File: config.mk
export PLATFORM = sky130hd
export DESIGN_NAME = tick_reload_counter
export DESIGN_NICKNAME = d
export VERILOG_FILES = /design/src/rtl/tick_cnt_pkg.sv /design/src/rtl/tick_cnt_ctrl.sv /design/src/rtl/tick_cnt_dpath.sv /design/src/rtl/tick_reload_counter.sv
export SDC_FILE = /design/constraint.sdc
export NUM_CORES = 1
export LEC_CHECK = 0
export BUFFER_PORTS_ARGS = -buffer_cell sky130_fd_sc_hd__buf_2
export CAP_MARGIN = 20
export CORE_ASPECT_RATIO = 0.75
export CORE_MARGIN = 2
export CORE_UTILIZATION = 50
export CTS_CLUSTER_DIAMETER = 200
export DETAILED_ROUTE_END_ITERATION = 8
export PLACE_DENSITY = 0.92
export RECOVER_POWER = 25
export SKIP_LAST_GASP = 1
export SYNTH_ARGS = -nofsm -noshare
export SYNTH_HDL_FRONTEND = slang
export SYNTH_HIERARCHICAL = 1
export SYNTH_SLANG_ARGS = --single-unit
File: constraint.sdc
create_clock -name clk -period 3.85 [get_ports clk]
set_clock_uncertainty 0.2 [all_clocks]
set_input_delay 0.77 -clock clk [delete_from_list [all_inputs] [get_ports clk]]
set_output_delay 0.77 -clock clk [all_outputs]
set_load 0.03 [all_outputs]
File: src/rtl/tick_cnt_pkg.sv
package tick_cnt_pkg;

  // Per-cycle commands from control to datapath
  typedef struct packed {
    logic loadReload;
    logic loadDown;
    logic decDown;
    logic reloadDown;
    logic loadUp;
    logic incUp;
  } cnt_strobe_t;

endpackage

File: src/rtl/tick_cnt_ctrl.sv
module tick_cnt_ctrl
  import tick_cnt_pkg::*;
(
  input  logic        tickEn,
  input  logic        reloadWrEn,
  input  logic        downWrEn,
  input  logic        upWrEn,
  input  logic        downIsZero,
  output cnt_strobe_t strobes
);

  logic tickAtZero;
  logic tickAbove;

  always_comb begin
    tickAtZero = tickEn && downIsZero;
    tickAbove  = tickEn && !downIsZero;

    strobes            = '0;
    strobes.loadReload = reloadWrEn;
    // software write has priority over the tick for the same register
    strobes.loadDown   = downWrEn;
    strobes.decDown    = tickAbove && !downWrEn;
    strobes.reloadDown = tickAtZero && !downWrEn;
    strobes.loadUp     = upWrEn;
    strobes.incUp      = tickAtZero && !upWrEn;
  end

endmodule

File: src/rtl/tick_cnt_dpath.sv
module tick_cnt_dpath
  import tick_cnt_pkg::*;
#(
  parameter int CNT_W = 32
) (
  input  logic             clk,
  input  logic             rstN,
  input  cnt_strobe_t      strobes,
  input  logic [CNT_W-1:0] reloadWrData,
  input  logic [CNT_W-1:0] downWrData,
  input  logic [CNT_W-1:0] upWrData,
  output logic [CNT_W-1:0] reloadQ,
  output logic [CNT_W-1:0] downQ,
  output logic [CNT_W-1:0] upQ,
  output logic             downIsZero
);

  localparam logic [CNT_W-1:0] ONE = {{(CNT_W-1){1'b0}}, 1'b1};

  always_ff @(posedge clk or negedge rstN) begin
    if (!rstN) begin
      reloadQ <= '0;
    end else if (strobes.loadReload) begin
      reloadQ <= reloadWrData;
    end
  end

  // the reload path reads the registered value, so a same-edge write is not seen
  always_ff @(posedge clk or negedge rstN) begin
    if (!rstN) begin
      downQ <= '0;
    end else if (strobes.loadDown) begin
      downQ <= downWrData;
    end else if (strobes.reloadDown) begin
      downQ <= reloadQ;
    end else if (strobes.decDown) begin
      downQ <= downQ - ONE;
    end
  end

  always_ff @(posedge clk or negedge rstN) begin
    if (!rstN) begin
      upQ <= '0;
    end else if (strobes.loadUp) begin
      upQ <= upWrData;
    end else if (strobes.incUp) begin
      upQ <= upQ + ONE;
    end
  end

  assign downIsZero = (downQ == '0);

endmodule

File: src/rtl/tick_reload_counter.sv
module tick_reload_counter
  import tick_cnt_pkg::*;
#(
  parameter int CNT_W = 32
) (
  input  logic             clk,
  input  logic             rstN,
  input  logic             tickEn,
  input  logic             reloadWrEn,
  input  logic [CNT_W-1:0] reloadWrData,
  input  logic             downWrEn,
  input  logic [CNT_W-1:0] downWrData,
  input  logic             upWrEn,
  input  logic [CNT_W-1:0] upWrData,
  output logic [CNT_W-1:0] reloadValue,
  output logic [CNT_W-1:0] downCount,
  output logic [CNT_W-1:0] upCount
);

  localparam logic [CNT_W-1:0] ONE = {{(CNT_W-1){1'b0}}, 1'b1};

  cnt_strobe_t strobes;
  logic        downIsZero;

  tick_cnt_ctrl ctrl_i (
    .tickEn     (tickEn),
    .reloadWrEn (reloadWrEn),
    .downWrEn   (downWrEn),
    .upWrEn     (upWrEn),
    .downIsZero (downIsZero),
    .strobes    (strobes)
  );

  tick_cnt_dpath #(.CNT_W(CNT_W)) dpath_i (
    .clk          (clk),
    .rstN         (rstN),
    .strobes      (strobes),
    .reloadWrData (reloadWrData),
    .downWrData   (downWrData),
    .upWrData     (upWrData),
    .reloadQ      (reloadValue),
    .downQ        (downCount),
    .upQ          (upCount),
    .downIsZero   (downIsZero)
  );

  AST_DOWN_DEC: assert property (@(posedge clk) disable iff (!rstN)
    (tickEn && !downWrEn && downCount != '0) |=> downCount == $past(downCount) - ONE);

  AST_UP_HOLD: assert property (@(posedge clk) disable iff (!rstN)
    (!upWrEn && !(tickEn && downCount == '0)) |=> $stable(upCount));

  AST_RELOAD_TAKEN: assert property (@(posedge clk) disable iff (!rstN)
    (tickEn && !downWrEn && downCount == '0) |=> downCount == $past(reloadValue));

  AST_UP_STEP: assert property (@(posedge clk) disable iff (!rstN)
    (tickEn && !upWrEn && downCount == '0) |=> upCount == $past(upCount) + ONE);

  AST_RELOAD_HOLD: assert property (@(posedge clk) disable iff (!rstN)
    !reloadWrEn |=> $stable(reloadValue));

  AST_DOWN_WRITE_WINS: assert property (@(posedge clk) disable iff (!rstN)
    downWrEn |=> downCount == $past(downWrData));

  AST_UP_WRITE_WINS: assert property (@(posedge clk) disable iff (!rstN)
    upWrEn |=> upCount == $past(upWrData));

  AST_IDLE_HOLD: assert property (@(posedge clk) disable iff (!rstN)
    (!tickEn && !downWrEn) |=> $stable(downCount));

endmodule

==> out/summary.json <==
{
  "first_global_vias": {"value": 4608},
  "post_route_drc": {"value": 0},
  "dr_total_vias": {"value": 4989},
  "finish.net_count": {"value": 836},
  "clk_pin_slew_worst_paths": {"value": 70, "unit": "ps"},
  "irDropWorstVdd": {"value": 0.233, "unit": "mV"},
  "synth_ff_type": {"value": "dfrtp_1"},
  "dp.final_hpwl": {"value": 11000, "unit": "um"},
  "drt-total-wl": {"value": 14800, "unit": "um"},
  "placementRows": {"value": 32},
  "tritoncts.num_buffers": {"value": 9},
  "syn-cell-area": {"value": 5390, "unit": "sq um"},
  "detail_route.vias_per_cell": {"value": 5.72},
  "drv_slew": {"value": 72},
  "initial_utilization": {"value": 51.8, "unit": "%"},
  "cts_h_tree_depth": {"value": 3},
  "cts_tree": {"value": "yes"},
  "drt_first_pass_iters": {"value": 7},
  "drt_iter0_markers": {"value": 410},
  "overflow": {"value": 0},
  "antenna_found_initial": {"value": 0},
  "critical_path.endpoint_type": {"value": "register"},
  "synth.yosys.warnings": {"value": 6},
  "post_synth_num_cell_types": {"value": 43},
  "holdCritPathClass": {"value": "register to register"},
  "synth-async-reset-ratio": {"value": 100, "unit": "%"},
  "powerDensity": {"value": 405, "unit": "nW/um^2"},
  "power.leakage": {"value": 2.98, "unit": "nW"},
  "synth_seq_cells": {"value": 96},
  "syn_area_per_cell": {"value": 9.80, "unit": "sq um"},
  "max_cap_viol_count": {"value": 1},
  "die_area": {"value": 11600, "unit": "sq um"},
  "setup_viol": {"value": 0},
  "num_antenna_cells": {"value": 0},
  "status": {"value": "finished with violations"},
  "regArea": {"value": 2400, "unit": "sq um"},
  "final_common_cell": {"value": "buf_2"},
  "synthCells": {"value": 550},
  "p_int": {"value": 1.83, "unit": "mW"},
  "grt_start_max_net_pins": {"value": 72},
  "grt_first_pass_wirelength": {"value": 23400, "unit": "um"},
  "worst_path_largest_cell_delay": {"value": 450, "unit": "ps"},
  "floorplan.die.width": {"value": 124, "unit": "um"},
  "switchingPower": {"value": 910, "unit": "uW"},
  "count_of_buffers_inserted_at_the_top_level_ports": {"value": 197},
  "grt_util_all_layers": {"value": 25.9, "unit": "%"},
  "cp_data_required_time": {"value": 3870, "unit": "ps"},
  "seq_power_share": {"value": 45.3, "unit": "%"},
  "critPathLaunchType": {"value": "register"},
  "critical-path-slowest-cell": {"value": "dfrtp_1"},
  "rsz0062_at_grt": {"value": "no"},
  "post_synth_main_area_contributors": {"value": "dfrtp_1 (45%), mux2_2 (7.5%), nand2_1 (5.2%), xnor2_1 (5.0%), xor2_1 (4.5%)"},
  "finalWorstPathRequiredPeriod": {"value": 3600, "unit": "ps"},
  "setup_tns": {"value": 0, "unit": "ps"},
  "multi_input_logic_area": {"value": 2810, "unit": "sq um"},
  "gp_routability_congestion": {"value": 0.874},
  "finalCritPeriodShare": {"value": 93.4, "unit": "%"},
  "filler_cell_count": {"value": 851},
  "crit_path_top_cell_by_count": {"value": "nand4_1"},
  "wire_per_inst": {"value": 17.0, "unit": "um"},
  "antenna_left": {"value": 0},
  "timing.fmax": {"value": 0.278, "unit": "GHz"},
  "timing_worst_slew_pin_value": {"value": 1780, "unit": "ps"},
  "timing_hold_violations_final": {"value": 0},
  "share_of_layout_cells_above_drive_strength_1": {"value": 37.5, "unit": "%"},
  "clock_sinks": {"value": 96},
  "clk_latency": {"value": 340, "unit": "ps"},
  "violations": {"value": "capacitance limit, slew limit"},
  "cp_max_fo": {"value": 7},
  "placedInstanceArea": {"value": 6480, "unit": "sq um"},
  "core_outline_area": {"value": 10400, "unit": "sq um"},
  "clock_power_share": {"value": 30.1, "unit": "%"},
  "yosys_top_cell_by_area": {"value": "dfrtp_1"},
  "arrival": {"value": 3620, "unit": "ps"},
  "yosysSeqAreaShare": {"value": 44.5, "unit": "%"},
  "comb_power_share": {"value": 24.5, "unit": "%"},
  "most_frequent_cells_in_the_layout": {"value": "buf_2 (196), dfrtp_1 (96), nand2_1 (74)"},
  "timing.critical_path.cells": {"value": "nor3_1 -> nand4_2 -> or3_1 -> nor3_2 -> and3b_1 -> nand4_1 -> nor4_4 -> nand4_1 -> xnor2_1 -> mux2_2"},
  "synth.net_count": {"value": 654},
  "synth-edff-count": {"value": 0},
  "netSwitchingFraction": {"value": 33.3, "unit": "%"},
  "ios": {"value": 198},
  "area_growth": {"value": 25.1, "unit": "%"},
  "cts_setup_buffers": {"value": 0},
  "die_height": {"value": 93.9, "unit": "um"},
  "design_area": {"value": 6750, "unit": "sq um"},
  "timing.max_slew.rel_slack": {"value": -18.9, "unit": "%"},
  "synth.top_cell.area_share": {"value": 44.5, "unit": "%"},
  "root_buffer": {"value": "clkbuf_16"},
  "path_class": {"value": "register to register"},
  "cts_buffer_depth": {"value": 2}
}
-- power by group through the flow --
stage	Combinational [mW]	Clock (mW)	Sequential (mW)
after global routing	0.721	0.895	1.26
after global placement	0.659	0	1.25
after floorplan	0.241	0	1.43
after CTS	0.674	0.843	1.24
after detailed placement	0.671	0	1.25
final	0.670	0.825	1.24
-- synthesized netlist by cell type, drive strengths merged, types with 2 or more instances --
library cell	instances
a21oi	28
and2	2
and3	8
and3b	2
and4	2
buf	17
clkbuf	21
dfrtp	96
ha	2
inv	6
mux2	36
mux2i	11
nand2	75
nand2b	2
nand3	11
nand4	21
nor2	20
nor3	21
nor3b	20
nor4	15
o21ai	43
o221ai	19
or3	5
xnor2	31
xor2	28
-- worst max-delay path: cells and delay by family (launching register included) --
family,cells,cell delay (ps)
and+or+nand+nor,8,2410
muxes,1,250
DFF,1,450
xor gates and xnor gates,1,160
-- layout make-up --
cell class / instances / area share, %
inverter: 6 / 0.334
timing repair buffer: 209 / 15.9
clock buffer: 15 / 3.97
tap: 136 / 2.52
multi-input combinational: 410 / 41.7
sequential: 96 / 35.6
-- cells by family after synthesis --
| family | share of synthesized area (%) |
|---|---|
| AND/OR/NAND/NOR | 22.0 |
| flip-flops | 44.5 |
| AO/OA/AOI/OAI | 10.3 |
| XOR/XNOR | 9.58 |
| multiplexers | 9.56 |
| buffers and inverters | 3.57 |
| adder cells (fa/ha/maj) | 0.464 |
-- worst paths after layout --
check / endpoint / depth (start not counted) / from / slack [ps]
max: dpath_i/upQ[29] / 10 / dpath_i/downQ[12] / 250
min: dpath_i/reloadQ[6] / 1 / dpath_i/reloadQ[6] / 330
max reg2reg: dpath_i/upQ[29] / 10 / dpath_i/downQ[12] / 250
min reg2reg: dpath_i/reloadQ[6] / 1 / dpath_i/reloadQ[6] / 330
max in group asynchronous: dpath_i/reloadQ[27] / 2 / rstN / 1400
min in group asynchronous: dpath_i/reloadQ[4] / 1 / rstN / 710
-- layer usage --
metal,vias to the layer above,routed length (um),track usage (%)
li1,2336,-,-
met1,2415,6570,36.4
met2,204,6840,39.4
met3,34,999,5.83
met4,0,423,9.27
met5,-,0,0
-- sequential cells by signal, indices dropped and copies added (netlist names) --
register	flops
dpath_i/downQ	32
dpath_i/reloadQ	32
dpath_i/upQ	32
-- repair_timing --
item	4_1_cts	5_1_grt
gates resized for setup	0	2
hold buffers	0	0
setup endpoints to repair	0	12
-- through the flow --
step	instances	hold slack, ps	power, mW	worst slack, ps	utilization [%]
final	872	330	2.74	254	64.8
after global routing	872	352	2.87	33.7	64.8
after CTS	872	330	2.75	155	64.8
after detailed placement	857	316	1.93	179	62.2
after global placement	857	321	1.91	341	62.2
after floorplan	550	274	1.67	450	-
(Power assumes the default switching activity.)
